**src/rtl/vgapl_pkg.sv**
```systemverilog
package vgapl_pkg;
   typedef enum logic [1:0] {
      AM_LATCHED = 2'd0,
      AM_ODDEVEN = 2'd1,
      AM_CHAIN   = 2'd2
   } amode_t;

   typedef enum logic [1:0] {
      WM_ROTSR  = 2'd0,
      WM_COPY   = 2'd1,
      WM_EXPAND = 2'd2,
      WM_MASKED = 2'd3
   } wmode_t;

   typedef enum logic [1:0] {
      ALU_PASS = 2'd0,
      ALU_AND  = 2'd1,
      ALU_OR   = 2'd2,
      ALU_XOR  = 2'd3
   } aluop_t;
endpackage

```
**src/rtl/vgapl_addr_map.sv**
```systemverilog
module vgapl_addr_map
   import vgapl_pkg::*;
#(
   parameter int HOST_AW = 16,
   parameter int LANE_IW = 2
) (
   input  logic [HOST_AW-1:0] addr,
   input  logic               chain4,
   input  logic               oddeven,
   input  logic [LANE_IW-1:1] pair_sel,
   output amode_t             amode,
   output logic [HOST_AW-1:0] word_addr,
   output logic [LANE_IW-1:0] lane
);
   always_comb begin
      if (chain4) begin
         amode     = AM_CHAIN;
         word_addr = addr >> LANE_IW;
         lane      = addr[LANE_IW-1:0];
      end else if (oddeven) begin
         amode     = AM_ODDEVEN;
         word_addr = addr >> 1;
         lane      = {pair_sel, addr[0]};
      end else begin
         amode     = AM_LATCHED;
         word_addr = addr;
         lane      = '0;
      end
   end
endmodule

```
**src/rtl/vgapl_write_path.sv**
```systemverilog
module vgapl_write_path
   import vgapl_pkg::*;
#(
   parameter int LANE_W = 8,
   parameter int PLANES = 4,
   parameter int ROT_W  = $clog2(LANE_W),
   parameter int WORD_W = PLANES * LANE_W
) (
   input  logic [LANE_W-1:0] din,
   input  logic [WORD_W-1:0] latch,
   input  wmode_t            wmode,
   input  logic [ROT_W-1:0]  rot,
   input  aluop_t            alu,
   input  logic [PLANES-1:0] sr_val,
   input  logic [PLANES-1:0] sr_en,
   input  logic [LANE_W-1:0] bit_mask,
   output logic [WORD_W-1:0] word_out
);
   logic [2*LANE_W-1:0] doubled;
   logic [LANE_W-1:0]   rotated;
   logic [LANE_W-1:0]   eff_mask;

   assign doubled  = {din, din} >> rot;
   assign rotated  = doubled[LANE_W-1:0];
   assign eff_mask = (wmode == WM_MASKED) ? (bit_mask & rotated) : bit_mask;

   for (genvar p = 0; p < PLANES; p++) begin : g_plane
      logic [LANE_W-1:0] lat_p, src_p, alu_p, merged_p;
      assign lat_p = latch[p*LANE_W +: LANE_W];

      always_comb begin
         unique case (wmode)
            WM_ROTSR:  src_p = sr_en[p] ? {LANE_W{sr_val[p]}} : rotated;
            WM_EXPAND: src_p = {LANE_W{din[p]}};
            WM_MASKED: src_p = {LANE_W{sr_val[p]}};
            default:   src_p = lat_p;
         endcase
         unique case (alu)
            ALU_PASS: alu_p = src_p;
            ALU_AND:  alu_p = src_p & lat_p;
            ALU_OR:   alu_p = src_p | lat_p;
            default:  alu_p = src_p ^ lat_p;
         endcase
         merged_p = (alu_p & eff_mask) | (lat_p & ~eff_mask);
      end

      assign word_out[p*LANE_W +: LANE_W] = (wmode == WM_COPY) ? lat_p : merged_p;
   end
endmodule

```
**src/rtl/vgapl_read_path.sv**
```systemverilog
module vgapl_read_path
   import vgapl_pkg::*;
#(
   parameter int LANE_W  = 8,
   parameter int PLANES  = 4,
   parameter int LANE_IW = $clog2(PLANES),
   parameter int WORD_W  = PLANES * LANE_W
) (
   input  logic               clk,
   input  logic               rst_n,
   input  logic               issue,
   input  amode_t             amode,
   input  logic [LANE_IW-1:0] lane,
   input  logic               read_mode,
   input  logic [LANE_IW-1:0] read_plane,
   input  logic [PLANES-1:0]  cmp_color,
   input  logic [PLANES-1:0]  cmp_care,
   input  logic [WORD_W-1:0]  mem_rdata,
   output logic [LANE_W-1:0]  rdata,
   output logic               rvalid,
   output logic [WORD_W-1:0]  latch_eff
);
   logic               pend_q;
   amode_t             kind_q;
   logic [LANE_IW-1:0] lane_q;
   logic               mode_q;
   logic [PLANES-1:0]  color_q, care_q;
   logic [WORD_W-1:0]  latch_q;
   logic               load_now;
   logic [LANE_W-1:0]  cmp_res;

   always_ff @(posedge clk) begin
      if (!rst_n) begin
         pend_q  <= 1'b0;
         kind_q  <= AM_LATCHED;
         lane_q  <= '0;
         mode_q  <= 1'b0;
         color_q <= '0;
         care_q  <= '0;
         latch_q <= '0;
      end else begin
         pend_q <= issue;
         if (issue) begin
            kind_q  <= amode;
            lane_q  <= (amode == AM_LATCHED) ? read_plane : lane;
            mode_q  <= read_mode;
            color_q <= cmp_color;
            care_q  <= cmp_care;
         end
         if (load_now) latch_q <= mem_rdata;
      end
   end

   assign load_now  = pend_q && (kind_q == AM_LATCHED);
   assign latch_eff = load_now ? mem_rdata : latch_q;
   assign rvalid    = pend_q;

   always_comb begin
      for (int i = 0; i < LANE_W; i++) begin
         logic miss;
         miss = 1'b0;
         for (int p = 0; p < PLANES; p++)
            miss = miss | (care_q[p] & (mem_rdata[p*LANE_W + i] ^ color_q[p]));
         cmp_res[i] = ~miss;
      end
   end

   assign rdata = (kind_q == AM_LATCHED && mode_q) ? cmp_res
                                                   : mem_rdata[lane_q*LANE_W +: LANE_W];
endmodule

```
**src/rtl/vgapl_plane_access.sv**
```systemverilog
module vgapl_plane_access
   import vgapl_pkg::*;
#(
   parameter int HOST_AW = 16,
   parameter int LANE_W  = 8,
   parameter int PLANES  = 4,
   parameter int ROT_W   = $clog2(LANE_W),
   parameter int LANE_IW = $clog2(PLANES),
   parameter int WORD_W  = PLANES * LANE_W
) (
   input  logic               clk,
   input  logic               rst_n,
   input  logic [HOST_AW-1:0] host_addr,
   input  logic [LANE_W-1:0]  host_wdata,
   input  logic               host_wr,
   input  logic               host_rd,
   output logic [LANE_W-1:0]  host_rdata,
   output logic               host_rvalid,
   input  logic               cfg_chain4,
   input  logic               cfg_oddeven,
   input  logic               cfg_read_mode,
   input  logic [LANE_IW-1:0] cfg_read_plane,
   input  logic [1:0]         cfg_write_mode,
   input  logic [ROT_W-1:0]   cfg_rotate,
   input  logic [1:0]         cfg_alu_op,
   input  logic [PLANES-1:0]  cfg_sr_value,
   input  logic [PLANES-1:0]  cfg_sr_enable,
   input  logic [LANE_W-1:0]  cfg_bit_mask,
   input  logic [PLANES-1:0]  cfg_plane_en,
   input  logic [PLANES-1:0]  cfg_cmp_color,
   input  logic [PLANES-1:0]  cfg_cmp_care,
   output logic [HOST_AW-1:0] mem_addr,
   output logic               mem_we,
   output logic               mem_re,
   output logic [PLANES-1:0]  mem_be,
   output logic [WORD_W-1:0]  mem_wdata,
   input  logic [WORD_W-1:0]  mem_rdata
);
   if (PLANES < 4 || (1 << LANE_IW) != PLANES) begin : g_bad_planes
      $error("PLANES must be a power of two of at least 4");
   end
   if (PLANES > LANE_W) begin : g_bad_lane
      $error("write mode 2 needs one host bit per plane");
   end
   if (HOST_AW <= LANE_IW) begin : g_bad_aw
      $error("HOST_AW too small for the plane index");
   end

   amode_t             amode;
   logic [HOST_AW-1:0] word_addr;
   logic [LANE_IW-1:0] lane;
   logic [WORD_W-1:0]  latch_eff;
   logic [WORD_W-1:0]  planar_word;
   logic [PLANES-1:0]  lane_oh;
   logic               rd_issue;

   vgapl_addr_map #(.HOST_AW(HOST_AW), .LANE_IW(LANE_IW)) u_map (
      .addr      (host_addr),
      .chain4    (cfg_chain4),
      .oddeven   (cfg_oddeven),
      .pair_sel  (cfg_read_plane[LANE_IW-1:1]),
      .amode     (amode),
      .word_addr (word_addr),
      .lane      (lane)
   );

   vgapl_write_path #(.LANE_W(LANE_W), .PLANES(PLANES)) u_wr (
      .din      (host_wdata),
      .latch    (latch_eff),
      .wmode    (wmode_t'(cfg_write_mode)),
      .rot      (cfg_rotate),
      .alu      (aluop_t'(cfg_alu_op)),
      .sr_val   (cfg_sr_value),
      .sr_en    (cfg_sr_enable),
      .bit_mask (cfg_bit_mask),
      .word_out (planar_word)
   );

   assign rd_issue = host_rd && !host_wr;

   vgapl_read_path #(.LANE_W(LANE_W), .PLANES(PLANES)) u_rd (
      .clk        (clk),
      .rst_n      (rst_n),
      .issue      (rd_issue),
      .amode      (amode),
      .lane       (lane),
      .read_mode  (cfg_read_mode),
      .read_plane (cfg_read_plane),
      .cmp_color  (cfg_cmp_color),
      .cmp_care   (cfg_cmp_care),
      .mem_rdata  (mem_rdata),
      .rdata      (host_rdata),
      .rvalid     (host_rvalid),
      .latch_eff  (latch_eff)
   );

   assign lane_oh  = PLANES'(1) << lane;
   assign mem_addr = word_addr;
   assign mem_we   = host_wr;
   assign mem_re   = rd_issue;

   always_comb begin
      if (!host_wr)
         mem_be = '0;
      else if (amode == AM_LATCHED)
         mem_be = cfg_plane_en;
      else
         mem_be = cfg_plane_en & lane_oh;
   end

   assign mem_wdata = (amode == AM_LATCHED) ? planar_word : {PLANES{host_wdata}};
endmodule

```
**config.mk**
```make
export PLATFORM = sky130hd
export DESIGN_NAME = vgapl_plane_access
export DESIGN_NICKNAME = d
export VERILOG_FILES = /design/src/rtl/vgapl_pkg.sv /design/src/rtl/vgapl_addr_map.sv /design/src/rtl/vgapl_write_path.sv /design/src/rtl/vgapl_read_path.sv /design/src/rtl/vgapl_plane_access.sv
export SDC_FILE = /design/constraint.sdc
export NUM_CORES = 1
export LEC_CHECK = 0
export BUFFER_PORTS_ARGS = -buffer_cell sky130_fd_sc_hd__clkbuf_2
export CAP_MARGIN = 20
export CELL_PAD_IN_SITES_DETAIL_PLACEMENT = 1
export CELL_PAD_IN_SITES_GLOBAL_PLACEMENT = 2
export CORE_MARGIN = 2
export CORE_UTILIZATION = 32
export CTS_CLUSTER_DIAMETER = 200
export DETAILED_ROUTE_END_ITERATION = 10
export PLACE_DENSITY = 0.82
export SYNTH_ARGS = -nofsm -noshare
export SYNTH_HDL_FRONTEND = slang
export SYNTH_HIERARCHICAL = 1
export SYNTH_SLANG_ARGS = --single-unit
```
**constraint.sdc**
```tcl
create_clock -name clk -period 3.3 [get_ports clk]
set_input_delay 0.165 -clock clk [delete_from_list [all_inputs] [get_ports clk]]
set_output_delay 0.165 -clock clk [all_outputs]
set_load 0.02 [all_outputs]
```
==> results of run 1 <==
==> worst max-delay path, delay by kind of cell, from the launching register on <==
kind                     cells  cell delay [ns]
AO/OA/AOI/OAI                5             0.97
buffers and inverters        5             0.62
flip-flops                   1             0.35
multiplexers                 1             0.33
AND/OR/NAND/NOR              2             0.32
adder cells (fa/ha/maj)      1             0.21
==> cells in the mapped netlist (21+ instances only) <==
| cell | count |
|---|---|
| and2_1 | 36 |
| xor2_1 | 32 |
| a31oi_1 | 28 |
| ha_1 | 64 |
| mux2i_1 | 38 |
| o211a_1 | 26 |
| mux2_2 | 21 |
| a21o_1 | 40 |
| nand2_1 | 109 |
| nor2_1 | 44 |
| inv_1 | 69 |
| clkbuf_1 | 26 |
| o21ai_0 | 48 |
| a22oi_1 | 24 |
| dfxtp_1 | 46 |
==> per-layer routing <==
layer / up-vias / routed length [µm] / GRT usage
met2: 203 / 11400 / 0.343
met3: 37 / 1280 / 0.0274
li1: 3227 / - / -
met5: - / 0 / 0
met4: 0 / 525 / 0.0608
met1: 3290 / 12300 / 0.315
==> report_power, final <==
group | internal, mW | leakage [nW] | switching [mW] | total, mW
Combinational | 0.475 | 3.60 | 0.719 | 1.19
Sequential | 0.576 | 0.375 | 0.0287 | 0.605
Clock | 0.284 | 0.0664 | 0.257 | 0.541
Total | 1.34 | 4.04 | 1.00 | 2.34
==> worst min path at each step <==
stage	startpoint	end	slack [ns]	depth (start not counted)
2_1_floorplan	rst_n	u_rd/latch_q[13]$_SDFF_PN0_	0.29	1
3_3_place_gp	cfg_cmp_care[1]	u_rd/care_q[1]$_SDFFE_PN0P_	0.41	3
3_5_place_dp	cfg_cmp_color[0]	u_rd/color_q[0]$_SDFFE_PN0P_	0.41	3
4_1_cts	cfg_cmp_color[0]	u_rd/color_q[0]$_SDFFE_PN0P_	0.09	3
5_1_grt	cfg_read_plane[0]	u_rd/lane_q[0]$_SDFFE_PN0P_	0.12	3
6_report	cfg_cmp_color[0]	u_rd/color_q[0]$_SDFFE_PN0P_	0.1	3
==> sequential cells by signal (all words and copies together), names as in the netlist <==
register,flops
u_rd/lane_q,2
u_rd/latch_q,32
u_rd/mode_q,1
u_rd/color_q,4
u_rd/care_q,4
u_rd/kind_q,2
u_rd/rvalid,1
==> cell families after synthesis <==
| kind of cell | count (synthesis) | synth area share |
|---|---|---|
| compound gates | 258 | 0.286 |
| simple gates | 214 | 0.147 |
| buf+inv | 134 | 0.0996 |
| mux | 88 | 0.174 |
| fa+ha+maj | 64 | 0.117 |
| flops | 46 | 0.135 |
| xor+xnor | 32 | 0.0411 |
==> layout make-up <==
class	instances	area share
Inverter	70	0.0328
Clock buffer	5	0.0156
Timing Repair Buffer	189	0.134
Multi-Input combinational cell	656	0.656
Clock inverter	3	0.00297
Sequential cell	46	0.115
Tap cell	275	0.0430
==> through the flow <==
step | utilization | hold slack, ns | instances | instance area (µm²) | setup TNS, ns
after global routing | 0.382 | 0.118 | 1244 | 8010 | -1.26
after global placement | 0.368 | 0.405 | 1227 | 7720 | 0
after floorplan | - | 0.287 | 836 | 6820 | 0
after detailed placement | 0.368 | 0.408 | 1227 | 7720 | 0
final | 0.382 | 0.0970 | 1244 | 8010 | 0
after CTS | 0.376 | 0.0913 | 1235 | 7870 | 0
==> what timing repair did <==
action / CTS / global route
buffers inserted: 0 / 7
setup endpoints to repair: 0 / 11
gates resized for setup: 0 / 17
==> metrics.md, run 1 <==
| Metric | Value |
|---|---|
| Status | `finished clean` |
| CP max-delay cell | `dfxtp_2` |
| Crit-path max cell delay | `0.35 ns` |
| Routed wire length per instance | `20.5 µm` |
| Clock transition at path regs | `0.07 ns` |
| Top cells by area, synth | `dfxtp_1 (14%), ha_1 (12%), nand2_1 (6.0%), mux4_2 (5.9%), mux2i_1 (5.6%)` |
| Global-route wire length before repair | `roughly 38 mm` |
| R2r worst-path depth | `6` |
| Mapped cell area | `about 6800 µm²` |
| Reg area | `~900 µm²` |
| Sequential share of the synthesized area | `0.135` |
| Yosys reg bits | `between 40 and 50` |
| Synth area leader | `dfxtp_1` |
| Hold crit path type | `in -> reg` |
| ANT cells | `0` |
| Crit path to | `mem_wdata[8]` |
| Largest net degree at the start of global routing | `62` |
| Yosys warning count | `6` |
| Most frequent cells in the layout | `clkbuf_2 (161), nand2_1 (109), inv_1 (69)` |
| Tcrit/Tclk final | `0.991` |
| Final WS setup | `around 0.030 ns` |
| Count of final setup violators | `0` |
| Clk buf depth | `2` |
| Final HPWL DP | `approximately 19 mm` |
| R2R Path End | `u_rd/latch_q[26]$_SDFF_PN0_` |
| Final GP Congestion | `0.824` |
| R2R Setup Slk | `~1.6 ns` |
| Total CTS buffers | `5` |
| Commonest non-fill, non-tap cell in the layout | `clkbuf_2` |
| Remaining DRCs | `0` |
| Die Y | `~150 µm` |
| Vias | `between 6,000 and 7,000` |
| Placeable core region | `21,000 µm²` |
| CTS tree | `done` |
| WS Path Type | `reg -> out` |
| Initial antenna violation count | `0` |
| Max-slew headroom | `0.338` |
| Mapped Nets | `1,000` |
| Setup crit end kind | `output port` |
| Pre-CTS setup slack | `between 0.2 and 0.3 ns` |
| Pwr Total | `2.34 mW` |
| Vias in the first global route | `6,605` |
| Hold Vio Cnt, Final | `0` |
| Critical path, cell by cell | `nor3b_4 > buf_6 > buf_12 > buf_4 > mux2_4 > o211a_1 > inv_1 > ha_1 > nand2_1 > o21ai_0 > a222oi_1 > a21oi_1 > a21o_1 > buf_2` |
| Share of the synthesized area in the top cell type | `0.135` |
| Worst Setup SP | `u_rd/kind_q[0]$_SDFFE_PN0P_` |
| Worst path required time | `around 3.1 ns` |
| Number of flops mapped to enable cells by yosys | `0` |
| Worst-Skew Late Latency | `0.30 ns` |
| Starting Density | `0.325` |
| Ports | `roughly 160` |
| LEAKAGE | `slightly above 4 nW` |
| Die area | `about 22,000 µm²` |
| Root Buffer | `clkbuf_16` |
| Hold_buf cts | `0` |
| Sink Count | `46` |
| Worst flop-to-flop path startpoint | `u_rd/kind_q[0]$_SDFFE_PN0P_` |
| Worst slew pin tran | `just under 1 ns` |
| Syn avg cell area | `around 8 µm²` |
| Final net count | `roughly 1,100` |
| Synth cell types | `between 50 and 60` |
| Worst clock skew | `about 0.0042 ns` |
| Critical Path AT | `slightly above 3 ns` |
| Crit Path Max Fanout | `7` |
| Worst setup SP type | `register` |
| # rows | `53` |
| Total gr overflow | `0` |
| Ys async rst share | `0` |
| Dominant synthesized flop cell | `dfxtp_1` |
| Min Tclk post-route | `about 3.3 ns` |
| H-tree depth | `2` |
| Max-cap viol count | `0` |
| Final WL | `approximately 25 mm` |
| RSZ-0062 raised after global routing | `yes` |
| Share of post-route cells with drive strength above 1 | `0.286` |
| Antenna-violating nets left | `0` |
| Via density per instance | `about 5.4` |
| DRT iter0 DRCs | `347` |
| Syn-to-layout area delta | `17.4%` |
| Multi-input gate area | `5260 µm²` |
| Total Routing Usage GR | `0.219` |
| Fin. max-slew vios | `0` |
| Maximum vdd drop | `between 0.15 and 0.2 mV` |
| Port bufs | `162` |
| Pre-antenna DRT Iters | `5` |
| Mapped Cells | `roughly 840` |
| Die W | `around 150 µm` |
| Fmax | `between 0.3 and 0.4 GHz` |
| # fillers | `2,646` |
| PD cells | `around 290 nW/µm²` |
Power figures use the tool's default switching activity.
==> run 2: changes to the inputs <==
- ABC_AREA: unset -> 1
- CAP_MARGIN: 20 -> 10
- CORE_UTILIZATION: 32 -> 28
- PLACE_DENSITY: 0.82 -> 0.83
==> metrics.md, run 2 <==
| Metric | Value |
|---|---|
| Status | `finished clean` |
| Global-route wire length before repair | `~46 mm` |
| Worst-Skew Late Latency | `around 0.29 ns` |
| Root Buffer | `clkbuf_16` |
| Hold Vio Cnt, Final | `0` |
| Mapped cell area | `between 7000 and 8000 µm²` |
| Syn avg cell area | `around 5.4 µm²` |
| Share of the synthesized area in the top cell type | `0.290` |
| Most frequent cells in the layout | `nand2_1 (583), clkbuf_2 (162), nor2_1 (160)` |
| Share of post-route cells with drive strength above 1 | `0.204` |
| Initial antenna violation count | `0` |
| DP Area | `roughly 8500 µm²` |
| Worst setup SP type | `register` |
| Critical Path AT | `between 2 and 3 ns` |
| DR WL met2 | `between 10 and 15 mm` |
| Hold Path Stages | `3` |
| Ys async rst share | `0` |
| Design Area, Final | `8700 µm²` |
| Setup crit end kind | `output port` |
| Part of the power in combinational logic | `0.517` |
| Max-slew headroom | `0.331` |
| Commonest cells in the netlist | `nand2_1 (584), nor2_1 (161), inv_1 (151)` |
| Top cells by area, synth | `nand2_1 (29%), dfxtp_1 (12%), ha_1 (11%), nor2_1 (8.0%), inv_1 (7.5%)` |
| Total gr overflow | `0` |
| Final GP Congestion | `around 0.83` |
| Sequential Power Share | `0.250` |
| Maximum vdd drop | `approximately 0.21 mV` |
| Die area | `28,300 µm²` |
| Final WS setup | `between 0.3 and 0.4 ns` |
| Total Routing Usage GR | `0.203` |
| Hold crit path type | `in -> reg` |
| Fin Hold WS | `between 0.09 and 0.1 ns` |
| H-tree depth | `2` |
| LEAKAGE | `roughly 5.1 nW` |
| Antenna-violating nets left | `0` |
| WS Path Type | `reg -> out` |
| Final HPWL DP | `approximately 23 mm` |
| Synth area leader | `nand2_1` |
| Crit Path Max Fanout | `30` |
| Min Tclk post-route | `2.95 ns` |
| Remaining DRCs | `0` |
| Cell with the most instances after synthesis | `nand2_1` |
| Int Power | `around 1.4 mW` |
| Biggest register | `u_rd/latch_q` |
| Clock transition at path regs | `around 0.070 ns` |
| # rows | `60` |
| WL met1 | `between 10 and 15 mm` |
| DRT iter0 DRCs | `between 300 and 400` |
| Switching Share | `0.457` |
| Commonest non-fill, non-tap cell in the layout | `nand2_1` |
| Sequential share of the synthesized area | `0.122` |
| Pwr Total | `~2.5 mW` |
| Dominant synthesized flop cell | `dfxtp_1` |
| Mapped Nets | `roughly 1,600` |
| # fillers | `about 3,700` |
| Final WL | `just under 30 mm` |
| Multi-input gate area | `5560 µm²` |
| Synth cell types | `31` |
| Fmax | `~0.34 GHz` |
| Vias in the first global route | `about 9,000` |
| Final net count | `1,695` |
| Clk network pwr share | `0.233` |
| Fin. max-slew vios | `0` |
| Mapped Cells | `between 1,000 and 1,500` |
| Routed wire length per instance | `roughly 15 µm` |
| Count of final setup violators | `0` |
| PD cells | `288 nW/µm²` |
| Metal3 WL | `919 µm` |
| CTS tree | `done` |
| Syn-to-layout area delta | `15.0%` |
| Max reg flops | `32` |
| Ports | `approximately 160` |
| Yosys reg bits | `between 40 and 50` |
| Clk buf depth | `2` |
| Port bufs | `about 160` |
| Starting Density | `0.283` |
| Pre-CTS setup slack | `~0.62 ns` |
| Uppermost layer routed | `met4` |
| Placeable core region | `26,700 µm²` |
| R2r worst-path depth | `5` |
| Setup tns final | `0 ns` |
| Reg area | `~920 µm²` |
| Pre-antenna DRT Iters | `4` |
| Yosys warning count | `6` |
| Total CTS buffers | `5` |
| Largest net degree at the start of global routing | `33` |
| Die Y | `around 170 µm` |
| ANT cells | `0` |
| Worst path required time | `about 3.1 ns` |
| Die W | `168 µm` |
| Tcrit/Tclk final | `0.893` |
| Vias | `a little under 9,000` |
| Worst clock skew | `approximately 0.0054 ns` |
| Via density per instance | `around 4.7` |
| Max-cap viol count | `0` |
| Worst slew pin tran | `roughly 1.0 ns` |
| Largest regs | `u_rd/latch_q (32), u_rd/care_q (4), u_rd/color_q (4)` |
| Switching Power | `1.14 mW` |
| Number of flops mapped to enable cells by yosys | `0` |
| Sink Count | `46` |
| RSZ-0062 raised after global routing | `no` |
==> run 2: through the flow <==
| stage | instances | utilization |
|---|---|---|
| after floorplan | 1406 | - |
| after CTS | 1873 | 0.325 |
| after global routing | 1873 | 0.325 |
| after global placement | 1865 | 0.319 |
| final | 1873 | 0.325 |
| after detailed placement | 1865 | 0.319 |
==> run 2: per-layer routing <==
metal / track usage / vias up
met5: 0 / -
met4: 0.0274 / 0
met3: 0.0127 / 16
met2: 0.357 / 160
met1: 0.279 / 4148
li1: - / 4559
==> run 2: what timing repair did <==
| action | 4_1_cts | 5_1_grt |
|---|---|---|
| setup endpoints to repair | 0 | 1 |
| resized for setup | 0 | 1 |
| hold buffers | 0 | 0 |
| buffers inserted | 0 | 0 |
==> run 2: cell type report <==
cell class | count | area share
multi-input cells | 1119 | 0.639
repair buffers | 182 | 0.111
flip-flops and latches | 46 | 0.106
inverters | 177 | 0.0764
well taps | 341 | 0.0491
clock buffers | 6 | 0.0148
clock inverters | 2 | 0.00432
==> run 2: kinds of logic (layout without fill, tap and decap cells) <==
logic type                 count (synthesis)  in the layout  share of synthesized area
and+or+nand+nor                          905            905                      0.494
buffers and inverters                    241            367                      0.145
AOI/OAI and AO/OA                        147            147                      0.130
adders and majority gates                 64             64                      0.106
DFF                                       46             46                      0.122
xor gates and xnor gates                   3              3                    0.00348
==> run 2: critical path, cell delays in order (launching register included) <==
cell	delay (ns)
dfxtp_1	0.33
nor2_4	0.18
nand2_8	0.19
buf_4	0.25
nand2_1	0.07
o21ai_2	0.06
inv_1	0.15
inv_1	0.08
nand2_1	0.10
nand2_1	0.08
ha_1	0.19
o21ai_0	0.20
o21ai_0	0.12
nand2_1	0.08
nand2_1	0.04
nand2_1	0.05
nand2_1	0.05
nand2_1	0.09
clkbuf_2	0.17
==> run 2: power by group through the flow <==
stage / Sequential, mW / Combinational (mW) / Clock (mW)
floorplan: 0.607 / 0.905 / 0
global placement: 0.636 / 1.27 / 0
detailed placement: 0.637 / 1.30 / 0
CTS: 0.625 / 1.31 / 0.594
global route: 0.630 / 1.47 / 0.616
finish: 0.625 / 1.29 / 0.583
==> run 2: path summary, 6_finish.rpt <==
check / slack, ns / endpoint / from
worst min register to register: 0.53 / u_rd/mode_q$_SDFFE_PN0P_ / u_rd/mode_q$_SDFFE_PN0P_
worst min-delay path: 0.09 / u_rd/color_q[1]$_SDFFE_PN0P_ / cfg_cmp_color[1]
worst max register to register: 1.93 / u_rd/latch_q[29]$_SDFF_PN0_ / u_rd/kind_q[1]$_SDFFE_PN0P_
worst max-delay path: 0.35 / mem_wdata[27] / u_rd/kind_q[1]$_SDFFE_PN0P_
==> run 3: changes to the inputs <==
- PLACE_DENSITY: 0.83 -> unset
- PLACE_DENSITY_LB_ADDON: unset -> 0.1
==> metrics.md, run 3 (same netlist as run 2, synthesis figures left out) <==
| Metric | Value |
|---|---|
| Status | `finished clean` |
| Final Util | `0.325` |
| Max reg flops | `32` |
| Max-cap viol count | `0` |
| Hold crit path type | `in -> reg` |
| Die W | `~170 µm` |
| Worst path required time | `between 3 and 4 ns` |
| Largest regs | `u_rd/latch_q (32), u_rd/care_q (4), u_rd/color_q (4)` |
| Final net count | `~1,700` |
| CTS tree | `done` |
| H-tree depth | `2` |
| Hold Vio Cnt, Final | `0` |
| Via density per instance | `4.73` |
| Routed wire length per instance | `about 16 µm` |
| Setup tns final | `0 ns` |
| Maximum vdd drop | `between 0.15 and 0.2 mV` |
| Worst clock skew | `between 0.002 and 0.003 ns` |
| Clock transition at path regs | `~0.07 ns` |
| Remaining DRCs | `0` |
| Hold_buf cts | `0` |
| Largest net degree at the start of global routing | `37` |
| Vias | `approximately 8,900` |
| Port bufs | `between 150 and 200` |
| Commonest non-fill, non-tap cell in the layout | `nand2_1` |
| Global-route wire length before repair | `between 40 and 50 mm` |
| Worst slew pin tran | `between 0.9 and 1 ns` |
| Die area | `~28,000 µm²` |
| Total gr overflow | `0` |
| Final WL | `30.3 mm` |
| Final GP Congestion | `~0.82` |
| Worst-Skew Late Latency | `around 0.29 ns` |
| Ports | `about 160` |
| Initial antenna violation count | `0` |
| Hold Path Stages | `3` |
| RSZ-0062 raised after global routing | `no` |
| PD cells | `~280 nW/µm²` |
| LEAKAGE | `about 5.1 nW` |
| ANT cells | `0` |
| Tcrit/Tclk final | `0.878` |
| Final HPWL DP | `~24 mm` |
| Fmax | `around 0.35 GHz` |
| R2r worst-path depth | `5` |
| Share of post-route cells with drive strength above 1 | `0.205` |
| Critical Path AT | `between 2 and 3 ns` |
| Antenna-violating nets left | `0` |
| Syn-to-layout area delta | `15.1%` |
| Die Y | `approximately 170 µm` |
| Sink Count | `46` |
| Crit Path Max Fanout | `36` |
| Min Tclk post-route | `around 2.9 ns` |
| Biggest register | `u_rd/latch_q` |
| Placeable core region | `between 20,000 and 30,000 µm²` |
| Total Routing Usage GR | `0.211` |
| Starting Density | `0.283` |
| Pwr Total | `2.42 mW` |
| Total CTS buffers | `5` |
| Pre-antenna DRT Iters | `5` |
| Vias in the first global route | `between 8,000 and 9,000` |
| Post-CTS setup buffers | `0` |
| Root Buffer | `clkbuf_16` |
| # rows | `60` |
| Setup crit end kind | `output port` |
| Clk buf depth | `2` |
| Most frequent cells in the layout | `nand2_1 (584), clkbuf_2 (162), nor2_1 (160)` |
| Worst setup SP type | `register` |
| DRT iter0 DRCs | `roughly 320` |
| DP Area | `around 8600 µm²` |
| Final WS setup | `around 0.4 ns` |
| Count of final setup violators | `0` |
| Pre-CTS setup slack | `0.599 ns` |
| WS Path Type | `reg -> out` |
| Max-slew headroom | `0.346` |
| Design Area, Final | `~8700 µm²` |
| Fin. max-slew vios | `0` |
## run 3: cell types whose count changed in the layout (fill, tap and decap cells not counted)
cell | previous run | this run
buf_12 | 0 | 1
buf_4 | 20 | 22
bufinv_16 | 1 | 0
clkbuf_1 | 1 | 0
clkinv_2 | 0 | 2
clkinvlp_4 | 1 | 0
nand2_1 | 583 | 584
nand2_2 | 23 | 22
## run 3: what timing repair did
action / CTS / global route
endpoints found under the hold margin: 0 / 0
gates resized for setup: 0 / 1
setup endpoints to repair: 0 / 2
## run 3: metal layers
layer | vias up | wire (µm) | track usage | part of all wire
met3 | 22 | 905 | 0.0143 | 0.030
li1 | 4565 | - | - | -
met5 | - | 0 | 0 | 0
met2 | 157 | 14500 | 0.381 | 0.48
met1 | 4134 | 14200 | 0.272 | 0.47
met4 | 0 | 693 | 0.0532 | 0.023
## run 3: critical path: stages, from the launching register on
cell	delay, ns
dfxtp_1	0.33
nor2_4	0.18
nand2_8	0.21
buf_4	0.27
o21ai_2	0.17
inv_2	0.06
inv_1	0.07
nand2_1	0.07
nand2_1	0.11
inv_1	0.05
ha_1	0.16
o21ai_0	0.16
o21a_1	0.14
nand2_1	0.05
nand2_1	0.05
nand2_1	0.06
nand2_1	0.07
nand2_1	0.05
clkbuf_2	0.15
## run 3: path summary, 6_finish.rpt
check / from / end / slack (ns)
worst max-delay path: u_rd/kind_q[1]$_SDFFE_PN0P_ / mem_wdata[10] / 0.40
worst min-delay path: cfg_cmp_care[2] / u_rd/care_q[2]$_SDFFE_PN0P_ / 0.1
worst max register to register: u_rd/kind_q[1]$_SDFFE_PN0P_ / u_rd/latch_q[3]$_SDFF_PN0_ / 1.90
worst min register to register: u_rd/mode_q$_SDFFE_PN0P_ / u_rd/mode_q$_SDFFE_PN0P_ / 0.53
## run 3: final cells by class
type | count | area, µm²
Clock inverter | 2 | 10.0
Sequential cell | 46 | 921
Inverter | 177 | 664
Clock buffer | 5 | 125
Tap cell | 341 | 427
Multi-Input combinational cell | 1119 | 5550
Timing Repair Buffer | 185 | 996
Fill cell | 3746 | 18000
## run 3: through the flow
stage	instances	hold WS, ns
2_1_floorplan	1406	0.300
3_3_place_gp	1868	0.394
3_5_place_dp	1868	0.397
4_1_cts	1875	0.0929
5_1_grt	1875	0.114
6_report	1875	0.0991
## run 3: power by group
group	total (mW)	internal (mW)	switching (mW)	leakage [nW]
Combinational	1.31	0.417	0.889	4.70
Clock	0.492	0.274	0.217	0.0694
Sequential	0.625	0.586	0.0388	0.377
